File: src/rtl/wdt_pkg.sv
package wdt_pkg;
  // Per-cycle control decoded from the inputs
  typedef struct packed {
    logic adv;   // tick present
    logic clr;   // kick present
  } wdt_ctl_t;

  localparam logic KICK_VALUE = 1'b1;
endpackage

File: src/rtl/wdt_kick_decode.sv
module wdt_kick_decode
  import wdt_pkg::*;
(
  input  logic     tick_i,
  input  logic     wr_en_i,
  input  logic     wr_data_i,
  output wdt_ctl_t ctl_o
);
  always_comb begin
    ctl_o.adv = tick_i;
    ctl_o.clr = wr_en_i && (wr_data_i == KICK_VALUE);
  end
endmodule

File: src/rtl/wdt_counter.sv
module wdt_counter
  import wdt_pkg::*;
#(
  parameter int CNT_W = 3
) (
  input  logic             clk,
  input  logic             rst_n,
  input  wdt_ctl_t         ctl_i,
  output logic [CNT_W-1:0] cnt_o,
  output logic             wrap_o
);
  localparam logic [CNT_W-1:0] CNT_MAX = {CNT_W{1'b1}};
  localparam logic [CNT_W-1:0] CNT_ONE = {{(CNT_W-1){1'b0}}, 1'b1};

  logic [CNT_W-1:0] cnt_q;

  always_ff @(posedge clk or negedge rst_n) begin
    if (!rst_n)         cnt_q <= '0;
    else if (ctl_i.clr) cnt_q <= '0;          // kick wins over tick
    else if (ctl_i.adv) cnt_q <= cnt_q + CNT_ONE;
  end

  assign cnt_o  = cnt_q;
  assign wrap_o = ctl_i.adv && !ctl_i.clr && (cnt_q == CNT_MAX);
endmodule

File: src/rtl/wdt_req_gen.sv
module wdt_req_gen #(
  parameter bit ENABLE = 1'b1
) (
  input  logic clk,
  input  logic rst_n,
  input  logic wrap_i,
  output logic req_o
);
  generate
    if (ENABLE) begin : g_on
      logic req_q;
      always_ff @(posedge clk or negedge rst_n) begin
        if (!rst_n) req_q <= 1'b0;
        else        req_q <= wrap_i;
      end
      assign req_o = req_q;
    end else begin : g_off
      assign req_o = 1'b0;
    end
  endgenerate
endmodule

File: src/rtl/kick_watchdog.sv
module kick_watchdog
  import wdt_pkg::*;
#(
  parameter int CNT_W  = 3,
  parameter bit ENABLE = 1'b1
) (
  input  logic             clk,
  input  logic             rst_n,
  input  logic             tick_i,
  input  logic             wr_en_i,
  input  logic             wr_data_i,
  output logic [CNT_W:0]   rd_data_o,
  output logic             rst_req_o
);
  wdt_ctl_t         ctl;
  logic [CNT_W-1:0] cnt;
  logic             wrap;

  wdt_kick_decode u_dec (
    .tick_i    (tick_i),
    .wr_en_i   (wr_en_i),
    .wr_data_i (wr_data_i),
    .ctl_o     (ctl)
  );

  wdt_counter #(.CNT_W(CNT_W)) u_cnt (
    .clk    (clk),
    .rst_n  (rst_n),
    .ctl_i  (ctl),
    .cnt_o  (cnt),
    .wrap_o (wrap)
  );

  wdt_req_gen #(.ENABLE(ENABLE)) u_req (
    .clk    (clk),
    .rst_n  (rst_n),
    .wrap_i (wrap),
    .req_o  (rst_req_o)
  );

  // Kick bit is write-only: its read position is always 0
  assign rd_data_o = {1'b0, cnt};
endmodule

File: config.mk
export PLATFORM = sky130hd
export DESIGN_NAME = kick_watchdog
export DESIGN_NICKNAME = d
export VERILOG_FILES = /design/src/rtl/wdt_pkg.sv /design/src/rtl/wdt_kick_decode.sv /design/src/rtl/wdt_counter.sv /design/src/rtl/wdt_req_gen.sv /design/src/rtl/kick_watchdog.sv
export SDC_FILE = /design/constraint.sdc
export NUM_CORES = 1
export LEC_CHECK = 0
export BUFFER_PORTS_ARGS = -buffer_cell sky130_fd_sc_hd__buf_2
export CORE_AREA = 3 3 40 42
export DETAILED_ROUTE_END_ITERATION = 6
export DIE_AREA = 0 0 43 45
export PLACE_DENSITY = 0.39
export SLEW_MARGIN = 25
export SYNTH_ARGS = -nofsm -noshare
export SYNTH_HDL_FRONTEND = slang
export SYNTH_SLANG_ARGS = --single-unit
File: constraint.sdc
create_clock -name clk -period 1.63 [get_ports clk]
set_clock_uncertainty 0.1 [all_clocks]
set_input_delay 0.326 -clock clk [delete_from_list [all_inputs] [get_ports clk]]
set_output_delay 0.326 -clock clk [all_outputs]
set_load 0.05 [all_outputs]
==> flow_summary.ini <==
[synth]
synth_top_area_share_pct = 53.0
synth_top_cells_by_area = dfrtp_1 (53%), ha_1 (13%), a21oi_1 (11%)
synth_area_per_cell_um2 = 11.8
synthesis.nets = 23
syn_inst = 16
yosysSeqAreaShare_pct = 53.0
synth.cell_area_um2 = 189
yosysTopAreaCell = dfrtp_1
yosysUniqueCellTypes = 8
ys_seq_elements = 4
ys_warn_count = 0

[floorplan]
rows = 13
io_pins = 10
initial_core_util_pct = 14.7
die_h_um = 45
fp.dieW_um = 43
fp.coreArea_um2 = 1280
die-area_um2 = 1940

[global_route]
grt_use_met3_pct = 2.79
grtUsageMet2_pct = 6.29
overflow = 0
antenna_found_initial = 0
grt_max_degree = 5
grtUsageMet1_pct = 5.61
first_global_vias = 166
grt_pass1_wl_um = 683
grt_usage_pct = 5.27
top_usage_layer = met4

[cts]
cts_buffer_depth = 2
path_clk_slew_ps = 40
h-tree-depth = 1
cts_root_buffer = clkbuf_4
cts_tree = built
clk_latency_ps = 230
ctsHoldBuffers = 1
post_cts_buffers = 0
post_cts_resized = 0
clock-sinks = 4
cts_made_buffers = 3

[min_path]
holdPathStages = 2
hold_path_class = input pin to flip-flop

[layout]
nNetsFinal = 36
drive_gt1_share_pct = 40.7
area_growth_syn_to_layout_pct = 44.4
design_area_um2 = 273
fin_util_pct = 21.2
n_antenna_cell = 0

[power]
intPower_mw = 0.272
peakVddDrop_v = 0.000318
leakage_nw = 0.150
p_switching_mw = 0.224
p_sw_share_pct = 45.1
power_frac_seq_pct = 31.1
pwr-share-comb_pct = 44.2
p_clk_share_pct = 24.7
power_density_nw_per_um2 = 1820

[detailed_routing]
wl_per_cell_um = 10.1
firstDrtPassIters = 2
ant_nets = 0
drc = 0
first_iter_violations = 2
vias_per_cell = 3.45
routed_wl_um = 426
vias = 145

[placed_design]
dp_slack_ps = 357
port_buffers = 8
placed_area_um2 = 240
place_congestion = 0.738

[setup_path]
worstSetupPathType = flip-flop to primary output
start_kind = flip-flop
path_depth = 1
critPathCaptureType = primary output
cp.required_ps = 1200
r2r_cells = 4
slowest_stage = dfrtp_1
crit_chain = buf_2
arrival_ps = 890
critPathTopFamily = flip-flops
worstPathMaxFanout = 3
critical_path_buf_inv_count = 1
slowest_delay_ps = 370

[timing]
setup_viol = 0
hold_viol_final = 0
period_minus_slack_ps = 1310
rsz0062_at_grt = no
layout_setup_ws_ps = 318
period_share_pct = 80.5
fmax_mhz = 762
slew_violations = 0
whs_ps = 210
fin_setup_tns_ps = 0

[flow_run]
cap_violations = 0

[outcome]
status = finished, final reports clean
-- kinds of logic after synthesis --
group	Yosys count	synth area share, %
compound gates	4	10.6
fa+ha+maj	2	13.2
buf+inv	1	3.97
mux	2	10.6
xor+xnor	1	4.64
flops	4	53.0
other cells	1	1.98
simple gates	1	1.98
-- per-stage QoR --
stage | instances | power (mW)
after floorplan | 16 | 0.319
after global placement | 38 | 0.371
after detailed placement | 38 | 0.376
after CTS | 42 | 0.507
after global routing | 42 | 0.532
final | 42 | 0.496
-- cells in the final DEF, fill, tap and decap left out --
cell,instances
buf_2,8
ha_1,2
a21oi_1,4
clkbuf_4,3
mux2i_1,2
dfrtp_1,4
dlygate4sd3_1,1
nand2_1,1
conb_1,1
xnor2_1,1
-- metal layers --
layer / part of all wire, % / up-vias
met4: 0 / 0
met2: 38 / 8
li1: - / 75
met5: 0 / -
met3: 11 / 0
met1: 51 / 62
-- worst register-to-register path: stages (launching register included) --
cell,delay (ps)
dfrtp_1,400
ha_1,210
ha_1,260
mux2i_1,140
a21oi_1,50
-- sequential cells by signal, summed over array words and instances (netlist names) --
name	count
u_req.req_o	1
u_cnt.cnt_o	3
-- Yosys cell counts --
cell type / instances
conb_1: 1
xnor2_1: 1
dfrtp_1: 4
a21oi_1: 4
nand2_1: 1
mux2i_1: 2
ha_1: 2
buf_4: 1
-- power by group through the flow --
stage,clock [mW],combinational (mW),sequential [mW]
6_report,0.122,0.219,0.154
5_1_grt,0.133,0.239,0.160
4_1_cts,0.130,0.223,0.154
3_5_place_dp,0,0.221,0.155
3_3_place_gp,0,0.218,0.153
2_1_floorplan,0,0.0596,0.260
-- cell type report --
class,instances,area (µm²)
fillers,150,1010
flip-flops and latches,4,100
multi-input cells,11,81.3
repair buffers,9,50.0
clock buffers,3,22.5
well taps,15,18.8
-- final timing paths --
kind,from,to,slack (ps)
min,wr_data_i,u_cnt.cnt_o[0],210
min in group asynchronous,rst_n,u_cnt.cnt_o[1],330
max in group asynchronous,rst_n,u_cnt.cnt_o[2],970
min reg2reg,u_cnt.cnt_o[0],u_cnt.cnt_o[0],480
max,u_cnt.cnt_o[0],rd_data_o[0],320
max reg2reg,u_cnt.cnt_o[0],u_cnt.cnt_o[2],350
Note: power is estimated with default switching activity, not from simulation.
